$ cat config.mk
export PLATFORM = sky130hd
export DESIGN_NAME = vbranch_eval
export DESIGN_NICKNAME = d
export VERILOG_FILES = /design/src/rtl/vbranch_eval.sv
export SDC_FILE = /design/constraint.sdc
export NUM_CORES = 1
export LEC_CHECK = 0
export BUFFER_PORTS_ARGS = -buffer_cell sky130_fd_sc_hd__buf_2
export CAP_MARGIN = 20
export CORE_AREA = 2 2 158 160
export DETAILED_ROUTE_END_ITERATION = 10
export DIE_AREA = 0 0 160 162
export GPL_ROUTABILITY_DRIVEN = 0
export PLACE_DENSITY = 0.79
export SYNTH_ARGS = -nofsm -noshare
export SYNTH_HDL_FRONTEND = slang
export SYNTH_SLANG_ARGS = --single-unit
$ cat constraint.sdc
create_clock -name clk -period 4.23 [get_ports clk]
set_clock_uncertainty 0.1 [all_clocks]
set_input_delay 0.423 -clock clk [delete_from_list [all_inputs] [get_ports clk]]
set_output_delay 0.423 -clock clk [all_outputs]
set_load 0.1 [all_outputs]
$ cat src/rtl/vbranch_eval.sv
module vbranch_eval #(
  parameter int MAXVL = 64,
  parameter int CW    = 16,
  parameter int AW    = 32,
  parameter int FW    = 4,
  localparam int VLW  = $clog2(MAXVL + 1),
  localparam int SW   = (FW > 1) ? $clog2(FW) : 1
) (
  input  logic           clk,
  input  logic           rst_n,
  input  logic           start,
  input  logic [VLW-1:0] vl_in,
  input  logic           all_mode,
  input  logic           want_val,
  input  logic           use_cr,
  input  logic [SW-1:0]  bit_sel,
  input  logic           ctr_mode,
  input  logic           ctr_masked,
  input  logic           dec_ctr,
  input  logic           vli_mode,
  input  logic           vli_stop_ok,
  input  logic           vli_incl,
  input  logic           link_en,
  input  logic [CW-1:0]  ctr_in,
  input  logic [AW-1:0]  nia_in,
  input  logic [AW-1:0]  lst_in,
  input  logic [AW-1:0]  llr_in,
  input  logic [FW-1:0]  elem_cr,
  input  logic           elem_pred,
  output logic           busy,
  output logic [VLW-1:0] elem_idx,
  output logic           done,
  output logic           taken,
  output logic           ctr_we,
  output logic [CW-1:0]  ctr_out,
  output logic           vl_we,
  output logic [VLW-1:0] vl_out,
  output logic           lr_we,
  output logic [AW-1:0]  lr_data,
  output logic           llr_we,
  output logic [AW-1:0]  llr_data,
  output logic           lst_we,
  output logic [AW-1:0]  lst_data
);

  logic           run;
  logic [VLW-1:0] idx, vl_q, cnt_q;
  logic           all_q, want_q, usecr_q, cmode_q, cmask_q, dec_q;
  logic           vli_q, stop_q, incl_q, link_q;
  logic [SW-1:0]  bs_q;
  logic [CW-1:0]  ctr_q;
  logic [AW-1:0]  nia_q, lst_q, llr_q;
  logic           all_acc, any_acc;

  logic           empty, act, ok, trig, last, bump;
  logic           all_n, any_n, set_ok, take;
  logic [VLW-1:0] cnt_n;
  logic [CW-1:0]  ctr_new;

  assign busy     = run;
  assign elem_idx = idx;

  assign empty = (idx >= vl_q);
  assign act   = !empty && elem_pred;
  assign ok    = !usecr_q || (elem_cr[bs_q] == want_q);
  assign trig  = act && vli_q && (ok == stop_q);
  assign last  = empty || trig || (VLW'(idx + 1'b1) == vl_q);

  assign all_n = all_acc & (!act | ok);
  assign any_n = any_acc | (act & ok);
  assign bump  = cmode_q && ((act && ok) || (!empty && !elem_pred && cmask_q));
  assign cnt_n = cnt_q + VLW'(bump);

  assign ctr_new = cmode_q ? ctr_q - CW'(cnt_n)
                 : dec_q   ? ctr_q - CW'(1)
                 :           ctr_q;
  assign set_ok  = all_q ? all_n : any_n;
  assign take    = set_ok && (cmode_q || !dec_q || (ctr_new != '0));

  always_ff @(posedge clk or negedge rst_n) begin
    if (!rst_n) begin
      run <= 1'b0; idx <= '0; vl_q <= '0; cnt_q <= '0;
      all_q <= 1'b0; want_q <= 1'b0; usecr_q <= 1'b0; cmode_q <= 1'b0;
      cmask_q <= 1'b0; dec_q <= 1'b0; vli_q <= 1'b0; stop_q <= 1'b0;
      incl_q <= 1'b0; link_q <= 1'b0; bs_q <= '0; ctr_q <= '0;
      nia_q <= '0; lst_q <= '0; llr_q <= '0;
      all_acc <= 1'b1; any_acc <= 1'b0;
    end else if (!run) begin
      if (start) begin
        run     <= 1'b1;
        idx     <= '0;
        cnt_q   <= '0;
        vl_q    <= (vl_in > VLW'(MAXVL)) ? VLW'(MAXVL) : vl_in;
        all_q   <= all_mode;   want_q  <= want_val;  usecr_q <= use_cr;
        cmode_q <= ctr_mode;   cmask_q <= ctr_masked; dec_q  <= dec_ctr;
        vli_q   <= vli_mode;   stop_q  <= vli_stop_ok; incl_q <= vli_incl;
        link_q  <= link_en;    bs_q    <= bit_sel;    ctr_q   <= ctr_in;
        nia_q   <= nia_in;     lst_q   <= lst_in;     llr_q   <= llr_in;
        all_acc <= 1'b1;       any_acc <= 1'b0;
      end
    end else begin
      all_acc <= all_n;
      any_acc <= any_n;
      cnt_q   <= cnt_n;
      idx     <= VLW'(idx + 1'b1);
      if (last) run <= 1'b0;
    end
  end

  always_ff @(posedge clk or negedge rst_n) begin
    if (!rst_n) begin
      done <= 1'b0; taken <= 1'b0; ctr_we <= 1'b0; ctr_out <= '0;
      vl_we <= 1'b0; vl_out <= '0; lr_we <= 1'b0; lr_data <= '0;
      llr_we <= 1'b0; llr_data <= '0; lst_we <= 1'b0; lst_data <= '0;
    end else begin
      done <= 1'b0; ctr_we <= 1'b0; vl_we <= 1'b0;
      lr_we <= 1'b0; llr_we <= 1'b0; lst_we <= 1'b0;
      if (run && last) begin
        done     <= 1'b1;
        taken    <= take;
        ctr_we   <= cmode_q || dec_q;
        ctr_out  <= ctr_new;
        vl_we    <= trig;
        vl_out   <= trig ? (incl_q ? VLW'(idx + 1'b1) : idx) : vl_q;
        lr_we    <= link_q && take;
        llr_we   <= link_q && take;
        lst_we   <= link_q && take;
        lr_data  <= nia_q;
        llr_data <= lst_q;
        lst_data <= llr_q;
      end
    end
  end

  p_done_pulse_r9: assert property (@(posedge clk) disable iff (!rst_n)
    done |=> !done);
  p_idx_bound_r9: assert property (@(posedge clk) disable iff (!rst_n)
    run |-> (elem_idx <= vl_q));
  p_len_bound_r9: assert property (@(posedge clk) disable iff (!rst_n)
    vl_q <= VLW'(MAXVL));
  p_we_at_done_r5: assert property (@(posedge clk) disable iff (!rst_n)
    (ctr_we || vl_we) |-> done);
  p_link_paired_r8: assert property (@(posedge clk) disable iff (!rst_n)
    (lr_we || llr_we || lst_we) |-> (lr_we && llr_we && lst_we && done && taken));
  p_vl_shrinks_r6: assert property (@(posedge clk) disable iff (!rst_n)
    vl_we |-> (vl_out <= vl_q));
  p_idle_quiet_r10: assert property (@(posedge clk) disable iff (!rst_n)
    (!run && !$past(run)) |-> !done);

endmodule

## Word level (Yosys, flattened, before mapping)

Index checks and enable logic that the tools add are counted.

| cells by class | value |
|---|---|
| add/sub/neg operators | 4 |
| $mul | 0 |
| divide/modulo/power cells | 0 |
| $lt $le $gt $ge | 3 |
| equal/unequal tests | 3 |
| shifts and indexed selects | 0 |
| mux-type cells | 22 |
| bitwise logic cells | 5 |
| reductions and logical operators | 25 |

Operators by type and width:

| cell | number |
|---|---|
| two-way mux 7 bit | 6 |
| two-way mux 16 bit | 2 |
| nonzero test 16 bit | 1 |
| subtractor 16 x 1 -> 16 bit, second input constant | 1 |
| subtractor 16 x 7 -> 16 bit | 1 |
| two-way mux 1 bit | 13 |
| logical AND 1 bit | 10 |
| adder 7 x 1 -> 7 bit | 1 |
| adder 7 x 1 -> 7 bit, second input constant | 1 |
| == test 7 bit | 1 |
| greater-or-equal comparator 7 bit | 1 |
| > comparator 7 bit, second input constant | 1 |
| logical OR 1 bit | 7 |
| zero test 1 bit | 5 |
| < comparator 2 x 3 -> 1 bit, second input constant | 1 |
| bitwise AND 1 bit | 2 |
| binary-select mux 1 bit (select 2 bit) | 1 |
| == test 1 bit | 2 |
| OR 1 bit | 2 |
| AND reduction 2 bit | 1 |
| nonzero test 2 bit | 1 |
| inverter 1 bit | 1 |

| word-level totals | value |
|---|---|
| bits in registers | 272 |
| latch bits | 0 |
| memory bits (writable) | 0 |
| ROM bits | 0 |
| bits of input ports | 139 |
| output and inout bits | 134 |
| word-level logic and storage cells | 93 |
| memories kept | 0 |

## Depth between registers and ports, before layout

| depth | value |
|---|---|
| depth after elaboration | 15 |
| depth in mapped cells | 19 |
| gate-level depth less buffers | 19 |

## Worst setup path before layout

OpenSTA, ideal clock, no wires.

| path | value |
|---|---|
| path kind | register -> register |
| from | reg idx[0], in the netlist elem_idx[0] |
| to | reg taken |
| setup time | 0.143 ns |
| data arrival time | 4.671 ns |
| required time | 3.987 ns |
| slack | -0.684 ns |
| cell stages (with the launch flop) | 20 |
| buffers on the path | 0 |
| clock period less this slack | 4.914 ns |
| cell sequence | dfrtp_1 > inv_1 > ha_1 > nor2b_1 > o21ai_0 > a21oi_1 > o21a_1 > o2111a_1 > ha_1 > ha_1 > nand3_1 > xor2_1 > ha_1 > a21oi_1 > nor2_1 > o311a_1 > a2111oi_2 > o31ai_1 > nor4_1 > o22ai_1 |

| on the way | value |
|---|---|
| word-level cells in the longest chain between the ends | 12 |
| elaborated cells between the ends (all ways) | 27 |
| classes of those cells | add/sub (3); order compare (1); eq/ne (1); mux (2); bitwise (4); reduce/logical (16) |

RTL lines:

| what | line | source |
|---|---|---|
| start: declaration | 47 | `logic [VLW-1:0] idx, vl_q, cnt_q;` |
| start signal: assignment | 105 | `idx <= VLW'(idx + 1'b1);` |
| greater-or-equal comparator 7 bit | 63 | `assign empty = (idx >= vl_q);` |
| zero test 1 bit | 64, 71 |  |
| logical AND 1 bit, on equally long branches | 64, 71 |  |
| logical AND 1 bit | 71 | `assign bump = cmode_q && ((act && ok) \|\| (!empty && !elem_pred && cmask_q));` |
| logical OR 1 bit | 71 |  |
| logical AND 1 bit | 71 |  |
| adder 7 x 1 -> 7 bit | 72 | `assign cnt_n = cnt_q + VLW'(bump);` |
| subtractor 16 x 7 -> 16 bit | 74 | `assign ctr_new = cmode_q ? ctr_q - CW'(cnt_n)` |
| two-way mux 16 bit | 74 |  |
| nonzero test 16 bit | 78 | `assign take = set_ok && (cmode_q \|\| !dec_q \|\| (ctr_new != '0));` |
| logical OR 1 bit | 78 |  |
| logical AND 1 bit | 78 |  |
| end signal: assignment | 120 | `taken <= take;` |
| end: declaration | 33 | `output logic taken,` |

Parallel ways exist; a longest one is shown, timed or not.
A chain may end at the register's enable or synchronous reset.

## Worst setup path after layout

| path | value |
|---|---|
| from | reg vl_q[2] |
| to | reg taken |

| on the way | value |
|---|---|
| word-level cells in the longest chain between the ends | 12 |
| elaborated cells between the ends (all ways) | 26 |
| classes of those cells | add/sub (2); order compare (1); eq/ne (1); mux (2); bitwise (4); reduce/logical (16) |

RTL lines:

| what | line | source |
|---|---|---|
| start: declaration | 47 |  |
| start signal: assignment | 93 | `vl_q <= (vl_in > VLW'(MAXVL)) ? VLW'(MAXVL) : vl_in;` |
| greater-or-equal comparator 7 bit | 63 |  |
| zero test 1 bit | 64, 71 |  |
| logical AND 1 bit, on equally long branches | 64, 71 |  |
| logical AND 1 bit | 71 |  |
| logical OR 1 bit | 71 |  |
| logical AND 1 bit | 71 |  |
| adder 7 x 1 -> 7 bit | 72 |  |
| subtractor 16 x 7 -> 16 bit | 74 |  |
| two-way mux 16 bit | 74 |  |
| nonzero test 16 bit | 78 |  |
| logical OR 1 bit | 78 |  |
| logical AND 1 bit | 78 |  |

Parallel ways exist; a longest one is shown, timed or not.

==> qor.txt <==
max cap viols = 0
launch point of the worst reg-to-reg path = vl_q[2]$_DFFE_PN0P_
clk_lat worst skew = 0.56 ns
final wirelength = 32200 µm
routed length per placed instance = 17.1 µm
final core utilization = 67.5%
endpoints failing hold = 0
most frequent cell after synthesis = nand2_1
PortBufs = 272
die width = 160 µm
critical path's largest stage delay = 0.39 ns
core area = 24100 µm²
DRT Pass-1 Iters = 5
Detail Placement HPWL = 19100 µm
post-synthesis sequential area ratio = 57.9%
hold_sp = dec_ctr
crit-path cells = inv_1 -> ha_4 -> a21oi_1 -> o21ai_1 -> a21oi_1 -> o21a_2 -> o2111a_1 -> ha_2 -> buf_4 -> nand3_2 -> xor2_2 -> ha_1 -> o211a_1 -> o31a_1 -> or3_1 -> a21oi_2 -> o2111ai_2 -> nor4_2 -> buf_4 -> o22ai_2
slew margin rel. = 48.1%
CTS tree = done
cts bufs inserted = 29
Yosys cell types = 56
CTS H-tree lvls = 1
I/O pin count = 273
Synth top cells by count = nand2_1 (400), dfrtp_1 (271), mux2_2 (106)
Final setup viols = 0
CTS root buf = clkbuf_16
Sequential cell area = 6830 µm²
crit path DAT = 4.52 ns
post-synthesis register bit count = 272
initial antenna violation count = 1
hold_ws = 0.0160 ns
first-pass GRT wire length = 51100 µm
Startpoint Class = register
Crit. Startpoint = vl_q[2]$_DFFE_PN0P_
Tcrit/Tclk final = 99.2%
# fillers = 1754
RSZ-0062 raised after global routing = yes
vias in the first global route = 10.1k
area leader, netlist = dfrtp_1
largest net degree at the start of global routing = 103
Initial Util = 48.8%
Max Fclk = 238 MHz
Core Rows = 57
Crit Path Category = reg -> reg
Slew Limit Fails = 0
CP max-delay cell = dfrtp_1
DRT iter0 DRCs = 645
Post-synth EDFFs = 0
layout cells sized above 1 = 33.8%
ANT nets after route = 0
fin nets = 1697
syn avg cell area = 10.5 µm²
grt total ovfl = 0
syn nets = 1283
GRT Util Overall = 24.2%
post-layout minimum cycle time = 4.20 ns
CP Max Fanout = 3
Syn Inst Count = 1125
Setup TNS Final = 0 ns
synth top area cells = dfrtp_1 (58%), nand2_1 (13%), mux2_2 (10%)
Req. time, crit path = 4.56 ns
share of the synthesized area in the top cell type = 57.6%
synth warn = 0
post-synthesis cell area = 11800 µm²
clk sinks = 272
Slew @ Worst Pin = 0.777 ns
Reg clk slew, reported paths = 0.06 ns
status = finished, final reports clean
Longest Clk Path Bufs = 3
die area = 25900 µm²
element type at the critical path end = register
min-delay worst type = in -> reg
DRC Markers = 0
Multi-input gate area = 4910 µm²
total number of vias = 9806
Top FF cell, synth = dfrtp_1
Synth async-reset ratio = 100%
Die Y = 162 µm
number of vias per cell = 5.20
synth-to-layout area growth = 38.2%
-- through the flow --
stage               instance area [µm²]  cells  worst slack [ns]
finish                            16300   1887            0.0322
CTS                               16100   1878          0.000692
global placement                  13800   1702            -0.278
floorplan                         11800   1125           0.00128
global route                      16300   1885            -0.139
detailed placement                13800   1702            -0.373
-- state kept, by name, indices dropped and copies added (netlist names), 2 cells and up --
name / count
lst_data: 32
ctr_q: 16
nia_q: 32
lst_q: 32
lr_data: 32
llr_q: 32
ctr_out: 16
cnt_q: 7
vl_out: 7
elem_idx: 7
vl_q: 7
bs_q: 2
llr_data: 32
-- layout make-up --
cell class	instances	share of cell area (%)
repair buffers	444	18.7
inverters	18	0.415
clock buffers	41	5.05
well taps	324	2.49
clock inverters	11	1.15
multi-input cells	774	30.2
flip-flops and latches	272	42.0
diodes	3	0.0462
-- logic make-up (layout without fill, tap and decap cells) --
family	count (synthesis)	count (layout)	share of synthesized area, %
adder cells (fa/ha/maj)	19	19	2.08
buffers and inverters	79	514	2.97
flip-flops	272	272	57.9
AO/OA/AOI/OAI	101	101	5.60
other	0	3	0
AND/OR/NAND/NOR	502	502	17.5
multiplexers	119	119	11.4
XOR/XNOR	33	33	2.57
-- final timing paths --
check                                               end  slack [ns]  cells past startpoint
min in group asynchronous         ctr_q[15]$_DFFE_PN0P_        0.38                      2
max in group asynchronous       llr_data[4]$_DFFE_PN0P_        2.71                      3
worst min-delay path                  dec_q$_DFFE_PN0P_        0.02                      3
worst max register to register        taken$_DFFE_PN0P_        0.03                     20
worst min register to register     nia_q[8]$_DFFE_PN0P_        0.37                      2
worst max-delay path                  taken$_DFFE_PN0P_        0.03                     20
-- timing repair --
action	in CTS	in global routing
pin swaps	6	23
resized for setup	10	24
endpoints found under the hold margin	200	0
setup endpoints to repair	3	4
setup buffers	4	6
hold buffers	120	0
-- critical path: cells and delay by family (launching register included) --
kind | cells | cell delay [ns]
AO/OA/AOI/OAI | 10 | 1.51
XOR/XNOR | 1 | 0.18
adder cells (fa/ha/maj) | 3 | 0.79
buffers and inverters | 3 | 0.42
flip-flops | 1 | 0.39
AND/OR/NAND/NOR | 3 | 0.70
-- cells in the final DEF, fill, tap and decap left out, types with 12 or more instances in the layout --
| cell | count |
|---|---|
| dlygate4sd3_1 | 120 |
| xor2_1 | 19 |
| o21ai_0 | 29 |
| a21oi_1 | 16 |
| buf_2 | 271 |
| nor2_1 | 29 |
| nand2_1 | 397 |
| mux2_2 | 106 |
| clkbuf_16 | 29 |
| buf_4 | 46 |
| dfrtp_1 | 264 |
| inv_1 | 16 |
| ha_1 | 12 |
-- routing by layer --
layer	share of wire (%)	wire, µm	GRT usage, %	vias up
met4	3.9	1250	9.71	0
met2	49	15900	41.7	369
li1	-	-	-	4550
met3	7.0	2250	5.49	96
met1	40	12800	29.9	4791
met5	0	0	0	-
Power is left out: the tool's default activity adds up to more than one toggle a clock period on the data nets, which glitch-free logic cannot reach.
